==> config.mk <==
export PLATFORM = sky130hd
export DESIGN_NAME = lru_pair_cache
export DESIGN_NICKNAME = d
export VERILOG_FILES = /design/src/rtl/lpc_pkg.sv /design/src/rtl/lpc_way_array.sv /design/src/rtl/lpc_lookup.sv /design/src/rtl/lpc_ctrl.sv /design/src/rtl/lru_pair_cache.sv
export SDC_FILE = /design/constraint.sdc
export NUM_CORES = 1
export LEC_CHECK = 0
export BUFFER_PORTS_ARGS = -buffer_cell sky130_fd_sc_hd__buf_2
export CORE_MARGIN = 5
export CORE_UTILIZATION = 30
export CTS_BUF_LIST = sky130_fd_sc_hd__clkbuf_2 sky130_fd_sc_hd__clkbuf_4 sky130_fd_sc_hd__clkbuf_8
export DETAILED_ROUTE_END_ITERATION = 6
export HOLD_SLACK_MARGIN = 0.02
export PLACE_DENSITY = 0.48
export SYNTH_ARGS = -nofsm -noshare
export SYNTH_HDL_FRONTEND = slang
export SYNTH_SLANG_ARGS = --single-unit
==> constraint.sdc <==
create_clock -name clk -period 16.99 [get_ports clk]
set_input_delay 2.5485 -clock clk [delete_from_list [all_inputs] [get_ports clk]]
set_output_delay 2.5485 -clock clk [all_outputs]
set_load 0.05 [all_outputs]
==> src/rtl/lpc_pkg.sv <==
package lpc_pkg;
    typedef enum logic [0:0] {
        ST_IDLE  = 1'b0,
        ST_FETCH = 1'b1
    } lpc_state_e;
endpackage

==> src/rtl/lpc_way_array.sv <==
module lpc_way_array #(
    parameter int SETS   = 4,
    parameter int TAG_W  = 28,
    parameter int DATA_W = 32,
    localparam int SET_W = $clog2(SETS)
) (
    input  logic              clk,
    input  logic              rst_n,
    input  logic [SET_W-1:0]  rd_set,
    output logic              rd_valid,
    output logic [TAG_W-1:0]  rd_tag,
    output logic [DATA_W-1:0] rd_data,
    input  logic              wr_en,
    input  logic [SET_W-1:0]  wr_set,
    input  logic [TAG_W-1:0]  wr_tag,
    input  logic [DATA_W-1:0] wr_data
);
    logic [SETS-1:0]   valid_q;
    logic [TAG_W-1:0]  tag_q  [SETS];
    logic [DATA_W-1:0] data_q [SETS];

    always_ff @(posedge clk) begin
        if (!rst_n) begin
            valid_q <= '0;
        end else if (wr_en) begin
            valid_q[wr_set] <= 1'b1;
        end
    end

    always_ff @(posedge clk) begin
        if (wr_en) begin
            tag_q[wr_set]  <= wr_tag;
            data_q[wr_set] <= wr_data;
        end
    end

    assign rd_valid = valid_q[rd_set];
    assign rd_tag   = tag_q[rd_set];
    assign rd_data  = data_q[rd_set];

    // a written entry reads back valid with the written word
    a_r5_write_lands: assert property (@(posedge clk) disable iff (!rst_n)
        (wr_en && rd_set == wr_set) |=> (rd_valid && rd_data == $past(wr_data)));
endmodule

==> src/rtl/lpc_lookup.sv <==
module lpc_lookup #(
    parameter int TAG_W  = 28,
    parameter int DATA_W = 32,
    parameter int WAYS   = 2
) (
    input  logic                         clk,
    input  logic                         rst_n,
    input  logic [TAG_W-1:0]             addr_tag,
    input  logic [WAYS-1:0]              way_valid,
    input  logic [WAYS-1:0][TAG_W-1:0]   way_tag,
    input  logic [WAYS-1:0][DATA_W-1:0]  way_data,
    output logic [WAYS-1:0]              way_hit,
    output logic [DATA_W-1:0]            rdata
);
    for (genvar w = 0; w < WAYS; w++) begin : g_cmp
        assign way_hit[w] = way_valid[w] && (way_tag[w] == addr_tag);
    end

    // way 1 steers the mux; way 0 is the fallback
    assign rdata = way_hit[1] ? way_data[1] : way_data[0];

    // a tag never lives in both ways of a set
    a_r2_single_way_hit: assert property (@(posedge clk) disable iff (!rst_n)
        $onehot0(way_hit));
endmodule

==> src/rtl/lpc_ctrl.sv <==
module lpc_ctrl
    import lpc_pkg::*;
#(
    parameter int SETS = 4,
    localparam int SET_W = $clog2(SETS)
) (
    input  logic             clk,
    input  logic             rst_n,
    input  logic             req_valid,
    input  logic             req_write,
    input  logic [SET_W-1:0] req_set,
    input  logic [1:0]       way_hit,
    input  logic [1:0]       way_valid,
    input  logic             mem_rvalid,
    output logic [1:0]       way_we,
    output logic             fill_sel,
    output logic             rsp_hit,
    output logic             mem_req,
    output logic             mem_we
);
    lpc_state_e     state_q, state_d;
    logic [SETS-1:0] use_q;
    logic           victim;
    logic [1:0]     touch;

    always_comb begin
        if (!way_valid[0])      victim = 1'b0;
        else if (!way_valid[1]) victim = 1'b1;
        else                    victim = use_q[req_set];
    end

    always_ff @(posedge clk) begin
        if (!rst_n) state_q <= ST_IDLE;
        else        state_q <= state_d;
    end

    always_comb begin
        state_d = state_q;
        unique case (state_q)
            ST_IDLE:  if (req_valid && !req_write && !(|way_hit)) state_d = ST_FETCH;
            ST_FETCH: if (mem_rvalid) state_d = ST_IDLE;
            default:  state_d = ST_IDLE;
        endcase
    end

    always_comb begin
        way_we   = '0;
        fill_sel = 1'b0;
        rsp_hit  = 1'b0;
        mem_req  = 1'b0;
        mem_we   = 1'b0;
        touch    = '0;
        unique case (state_q)
            ST_IDLE: begin
                if (req_valid) begin
                    rsp_hit = |way_hit;
                    touch   = way_hit;
                    if (req_write) begin
                        mem_req = 1'b1;
                        mem_we  = 1'b1;
                        way_we  = way_hit;
                    end
                end
            end
            ST_FETCH: begin
                mem_req = 1'b1;
                if (mem_rvalid) begin
                    fill_sel = 1'b1;
                    way_we   = victim ? 2'b10 : 2'b01;
                    touch    = way_we;
                end
            end
            default: ;
        endcase
    end

    always_ff @(posedge clk) begin
        if (!rst_n) begin
            use_q <= '0;
        end else if (|touch) begin
            use_q[req_set] <= ~touch[1];
        end
    end

    // a fill leaves the replacement bit naming the other way
    a_r6_fill_flips_use: assert property (@(posedge clk) disable iff (!rst_n)
        (state_q == ST_FETCH && mem_rvalid) |=> (use_q[$past(req_set)] == ~$past(victim)));

    // a fetch ends in idle
    a_r4_fetch_ends: assert property (@(posedge clk) disable iff (!rst_n)
        (state_q == ST_FETCH && mem_rvalid) |=> (state_q == ST_IDLE));
endmodule

==> src/rtl/lru_pair_cache.sv <==
module lru_pair_cache #(
    parameter int ADDR_W = 32,
    parameter int DATA_W = 32,
    parameter int SETS   = 4,
    parameter int OFF_W  = 2,
    localparam int SET_W = $clog2(SETS),
    localparam int TAG_W = ADDR_W - SET_W - OFF_W,
    localparam int WA_W  = ADDR_W - OFF_W
) (
    input  logic              clk,
    input  logic              rst_n,
    input  logic              req_valid,
    input  logic              req_write,
    input  logic [ADDR_W-1:0] req_addr,
    input  logic [DATA_W-1:0] req_wdata,
    output logic [DATA_W-1:0] rsp_rdata,
    output logic              rsp_hit,
    output logic              mem_req,
    output logic              mem_we,
    output logic [WA_W-1:0]   mem_addr,
    output logic [DATA_W-1:0] mem_wdata,
    input  logic              mem_rvalid,
    input  logic [DATA_W-1:0] mem_rdata
);
    localparam int WAYS = 2;

    logic [SET_W-1:0]             set_idx;
    logic [TAG_W-1:0]             addr_tag;
    logic [WAYS-1:0]              w_valid, w_hit, w_we;
    logic [WAYS-1:0][TAG_W-1:0]   w_tag;
    logic [WAYS-1:0][DATA_W-1:0]  w_data;
    logic                         fill_sel;
    logic [DATA_W-1:0]            wr_word;

    assign set_idx   = req_addr[OFF_W +: SET_W];
    assign addr_tag  = req_addr[ADDR_W-1 -: TAG_W];
    assign wr_word   = fill_sel ? mem_rdata : req_wdata;
    assign mem_addr  = req_addr[ADDR_W-1:OFF_W];
    assign mem_wdata = req_wdata;

    for (genvar w = 0; w < WAYS; w++) begin : g_way
        lpc_way_array #(.SETS(SETS), .TAG_W(TAG_W), .DATA_W(DATA_W)) u_arr (
            .clk     (clk),
            .rst_n   (rst_n),
            .rd_set  (set_idx),
            .rd_valid(w_valid[w]),
            .rd_tag  (w_tag[w]),
            .rd_data (w_data[w]),
            .wr_en   (w_we[w]),
            .wr_set  (set_idx),
            .wr_tag  (addr_tag),
            .wr_data (wr_word)
        );
    end

    lpc_lookup #(.TAG_W(TAG_W), .DATA_W(DATA_W), .WAYS(WAYS)) u_lookup (
        .clk      (clk),
        .rst_n    (rst_n),
        .addr_tag (addr_tag),
        .way_valid(w_valid),
        .way_tag  (w_tag),
        .way_data (w_data),
        .way_hit  (w_hit),
        .rdata    (rsp_rdata)
    );

    lpc_ctrl #(.SETS(SETS)) u_ctrl (
        .clk       (clk),
        .rst_n     (rst_n),
        .req_valid (req_valid),
        .req_write (req_write),
        .req_set   (set_idx),
        .way_hit   (w_hit),
        .way_valid (w_valid),
        .mem_rvalid(mem_rvalid),
        .way_we    (w_we),
        .fill_sel  (fill_sel),
        .rsp_hit   (rsp_hit),
        .mem_req   (mem_req),
        .mem_we    (mem_we)
    );

    // the processor never sees a hit while a fetch is outstanding
    a_r4_stall_during_fetch: assert property (@(posedge clk) disable iff (!rst_n)
        (mem_req && !mem_we) |-> !rsp_hit);

    // a held load completes right after its fill
    a_r4_hit_after_fill: assert property (@(posedge clk) disable iff (!rst_n)
        (fill_sel && req_valid && !req_write) |=>
            ((req_valid && !req_write && $stable(req_addr)) |-> rsp_hit));

    // a store miss installs nothing
    a_r8_store_miss_no_alloc: assert property (@(posedge clk) disable iff (!rst_n)
        (req_valid && req_write && !rsp_hit) |-> (w_we == '0));

    // a store is forwarded to memory in its own cycle
    a_r7_store_forwarded: assert property (@(posedge clk) disable iff (!rst_n)
        (req_valid && req_write && !(mem_req && !mem_we)) |-> (mem_req && mem_we));
endmodule

==> metrics list <==
- Outcome: finished, final reports clean
- STA puts the critical path data required time at approximately 14 ns.
* Transition time at the pin with the least slew margin: 1.112 ns
- TritonCTS created a little over 80 clock buffers.
- Drt wl/cell: 22.05 um
* Maximum fanout along the worst path: 61
- The number of antenna violations at the first check in global routing is 5.
* Number of vias per cell: 4.766
- Endpoints failing hold: 0
- The clock net in this run drives a total of 493 sinks.
- Most common cell after layout, fill and taps aside: sky130_fd_sc_hd__edfxtp_1
- Most frequent cells in the layout: sky130_fd_sc_hd__edfxtp_1, sky130_fd_sc_hd__buf_2, sky130_fd_sc_hd__mux4_2
* Leakage power summed over all cells: 0.007831 uW
- Wires add up to 48340 um.
- Async set-or-reset flop fraction in the synthesized netlist: 0%
- Proportion of layout cells with a drive suffix above 1: between 30 and 40%
- TritonCTS built the clock tree.
- Setup repair after global routing left no endpoint under its margin.
- The first detailed-routing pass took 5 iterations.
* Power per cell area: 106.4 nW/um^2
- Number of violations of the max-capacitance limit: 0
- Number of nets still failing antenna checks after routing: 0
- The area growth from synthesis to layout is 15.19%.
- Port buffering added between 150 and 200 buffers.
- Net count of the finished layout: about 1400
- Sequential Power Share: 53.3%
* Iteration-0 DRC Markers: 681
* Number of nets in the synthesized netlist: 1157
- Post-layout minimum cycle time: 10.05 ns
* Die Y: around 270 um
* Logic pwr share: 7.8%
- Setup violations remaining at the end of the flow were counted as 0.
- Switching power summed over all nets: 589.8 uW
* Die width: 272 um
* Setup crit end kind: output pin
* Clock insertion delay at the later pin of the skew report: 0.65 ns
- Overall die area: 73980 um^2
- The via count of the first global-routing pass came to between 10000 and 15000.
* Maximum level of the CTS H-tree: 3
- Startpoint of the lowest-slack register-to-register path: g_way[0].u_arr.tag_q[0][0]
- Entering global routing, the biggest net connects 62 pins.
- The critical path is of the in2out type.
- Global routing consumed, over all layers together, 12.99% of the routing resources.
* Master cell of the clock root buffer: sky130_fd_sc_hd__clkbuf_8
- No sink is reached through more buffers than the 3 on the longest clock path.
* Utilization after layout: a little over a third
- Global-route wire length before repair: 72420 um
- Hold Slack: between 0.4 and 0.5 ns
- Largest voltage drop on the vdd net: around 0.000052 V
- Buffers inserted to repair hold after CTS numbered 0.
- Cts repair resizes: 0
- Net switching is 23.36% of the power.
* Sequential area share after synthesis: 71.26%
* Number of rows created at floorplan: 96
- Routed via count: approximately 10000
- Total count of max-transition violations in the final report: 0
* FF+latch count, synth: 493
- Routability-driven placement finished with a final weighted congestion of between 0.7 and 0.8.
- The tightest min-delay check is of the reg2reg type.
- For this design the top-level I/O count stands at 198.
- Synthesized area per cell: approximately 20 um^2
- Maximum operating frequency: between 90 and 100 MHz
- Post-route clock skew: 0.03984 ns
- Remaining DRCs: 0
- Clock-pin slew was measured on the worst setup and hold paths at 0.06 ns.
- Floorplan core area: 68350 um^2
- Total negative slack: 0 ns
- The worst setup path is launched from a primary input.
- Synthesis instantiated 59 different standard cells from the library.
- The HPWL after detailed placement is 28730 um.
- Final worst-path cycle share: 59.14%
- Yosys warning total: 0
* Clock group share of total power: 39.0%
* R2R setup slack: 12.44 ns
- The most critical setup path has its startpoint at req_addr[3].
* Critical path arrival: around 7.5 ns
- The internal portion of the total power is 1935 uW.
- The startpoint identified for the worst hold timing path is g_way[1].u_arr.valid_q[0].
- Max_slew headroom: 25.67%
* Syn Inst Count: approximately 1100
* Number of post-CTS setup repair buffers: 0
- Number of enable flip-flop cells after synthesis: 480
* Post-synth top flop: sky130_fd_sc_hd__edfxtp_1
- For this run the aggregate overflow at the end of global routing stands at 0.
* Initial core utilization: 30.13%
* Total standard cell area after synthesis: ~21000 um^2
[cell type report]
| class | instances | area [um^2] |
|---|---|---|
| diodes | 1 | 2.502 |
| repair buffers | 216 | 1149 |
| clock buffers | 109 | 1338 |
| clock inverters | 35 | 188.9 |
| well taps | 882 | 1104 |
| fillers | 6446 | 44620 |
| multi-input cells | 447 | 5233 |
| inverters | 9 | 33.78 |
| flip-flops and latches | 493 | 14670 |
[synth_stat cells (4+ instances only)]
cell,number,share of area (%)
sky130_fd_sc_hd__edfxtp_1,480,70
sky130_fd_sc_hd__mux4_2,96,10
sky130_fd_sc_hd__buf_4,67,2.4
sky130_fd_sc_hd__mux2_2,66,3.6
sky130_fd_sc_hd__mux2i_1,45,2.2
sky130_fd_sc_hd__xnor2_1,32,1.4
sky130_fd_sc_hd__nor2_1,28,0.51
sky130_fd_sc_hd__nand2_1,26,0.47
sky130_fd_sc_hd__buf_2,15,0.36
sky130_fd_sc_hd__clkbuf_1,15,0.27
sky130_fd_sc_hd__a21oi_1,14,0.34
sky130_fd_sc_hd__nand4_1,14,0.43
sky130_fd_sc_hd__dfxtp_1,13,1.3
sky130_fd_sc_hd__nand3_1,10,0.24
sky130_fd_sc_hd__o21ai_0,10,0.24
sky130_fd_sc_hd__xor2_1,10,0.43
sky130_fd_sc_hd__inv_1,8,0.15
sky130_fd_sc_hd__mux4_1,8,1.0
sky130_fd_sc_hd__o211ai_1,8,0.29
sky130_fd_sc_hd__a2bb2oi_1,7,0.30
sky130_fd_sc_hd__o21a_1,6,0.22
sky130_fd_sc_hd__a221oi_1,5,0.21
sky130_fd_sc_hd__buf_1,5,0.091
sky130_fd_sc_hd__nor3_1,5,0.12
sky130_fd_sc_hd__o2111ai_1,5,0.21
sky130_fd_sc_hd__o22ai_1,4,0.12
[power groups by stage]
| stage | Sequential [uW] | Clock, uW | Combinational [uW] |
|---|---|---|---|
| 2_1_floorplan | 1370 | 0 | 144 |
| 3_3_place_gp | 1370 | 0 | 199 |
| 3_5_place_dp | 1370 | 0 | 201 |
| 4_1_cts | 1340 | 1020 | 202 |
| 5_1_grt | 1340 | 1090 | 212 |
| 6_report | 1350 | 984 | 196 |
[registers in the layout (all words and copies together), names as in the netlist]
name                 flops
u_ctrl.use_q             4
g_way.u_arr.valid_q      8
u_ctrl.state_q           1
g_way.u_arr.tag_q      224
g_way.u_arr.data_q     256
[worst paths after layout]
path	end	cells after the start
setup / recovery	rsp_rdata[19]	12
hold / removal	g_way[1].u_arr.valid_q[0]	1
setup reg to reg	g_way[0].u_arr.data_q[2][8]	8
hold reg to reg	g_way[1].u_arr.valid_q[0]	1
[stage by stage]
step / cells / total power, uW / instance area [um^2] / setup slack [ns]
floorplan: 1056 / 1515 / 20590 / 8.901
global placement: 2047 / 1569 / 22190 / 6.812
detailed placement: 2047 / 1571 / 22190 / 6.786
CTS: 2191 / 2570 / 23720 / 6.775
global route: 2191 / 2642 / 23720 / 6.577
finish: 2192 / 2525 / 23720 / 6.941
[critical path: stages]
cell                        delay [ns]
sky130_fd_sc_hd__buf_6            0.47
sky130_fd_sc_hd__buf_4            0.72
sky130_fd_sc_hd__buf_4            0.85
sky130_fd_sc_hd__mux2i_1          0.37
sky130_fd_sc_hd__a2bb2oi_1        0.21
sky130_fd_sc_hd__o2111ai_1        0.15
sky130_fd_sc_hd__nor4_1           0.33
sky130_fd_sc_hd__nand4_1          0.36
sky130_fd_sc_hd__nor2_4           0.18
sky130_fd_sc_hd__buf_4            0.52
sky130_fd_sc_hd__mux2_1           0.44
sky130_fd_sc_hd__buf_2            0.23
[routing by layer]
| layer | GRT usage (%) | wire [um] |
|---|---|---|
| met2 | 21.23 | 23260 |
| met3 | 2.775 | 2582 |
| met5 | 0 | 12 |
| met4 | 3.902 | 885 |
| met1 | 17.56 | 21600 |
[cell families after synthesis]
logic type / count (synthesis) / synth area share [%]
compound gates: 78 / 2.758
xor+xnor: 42 / 1.786
buf+inv: 116 / 3.737
flops: 493 / 71.26
mux: 218 / 17.48
simple gates: 109 / 2.983
Note: power is estimated with default switching activity, not from simulation.
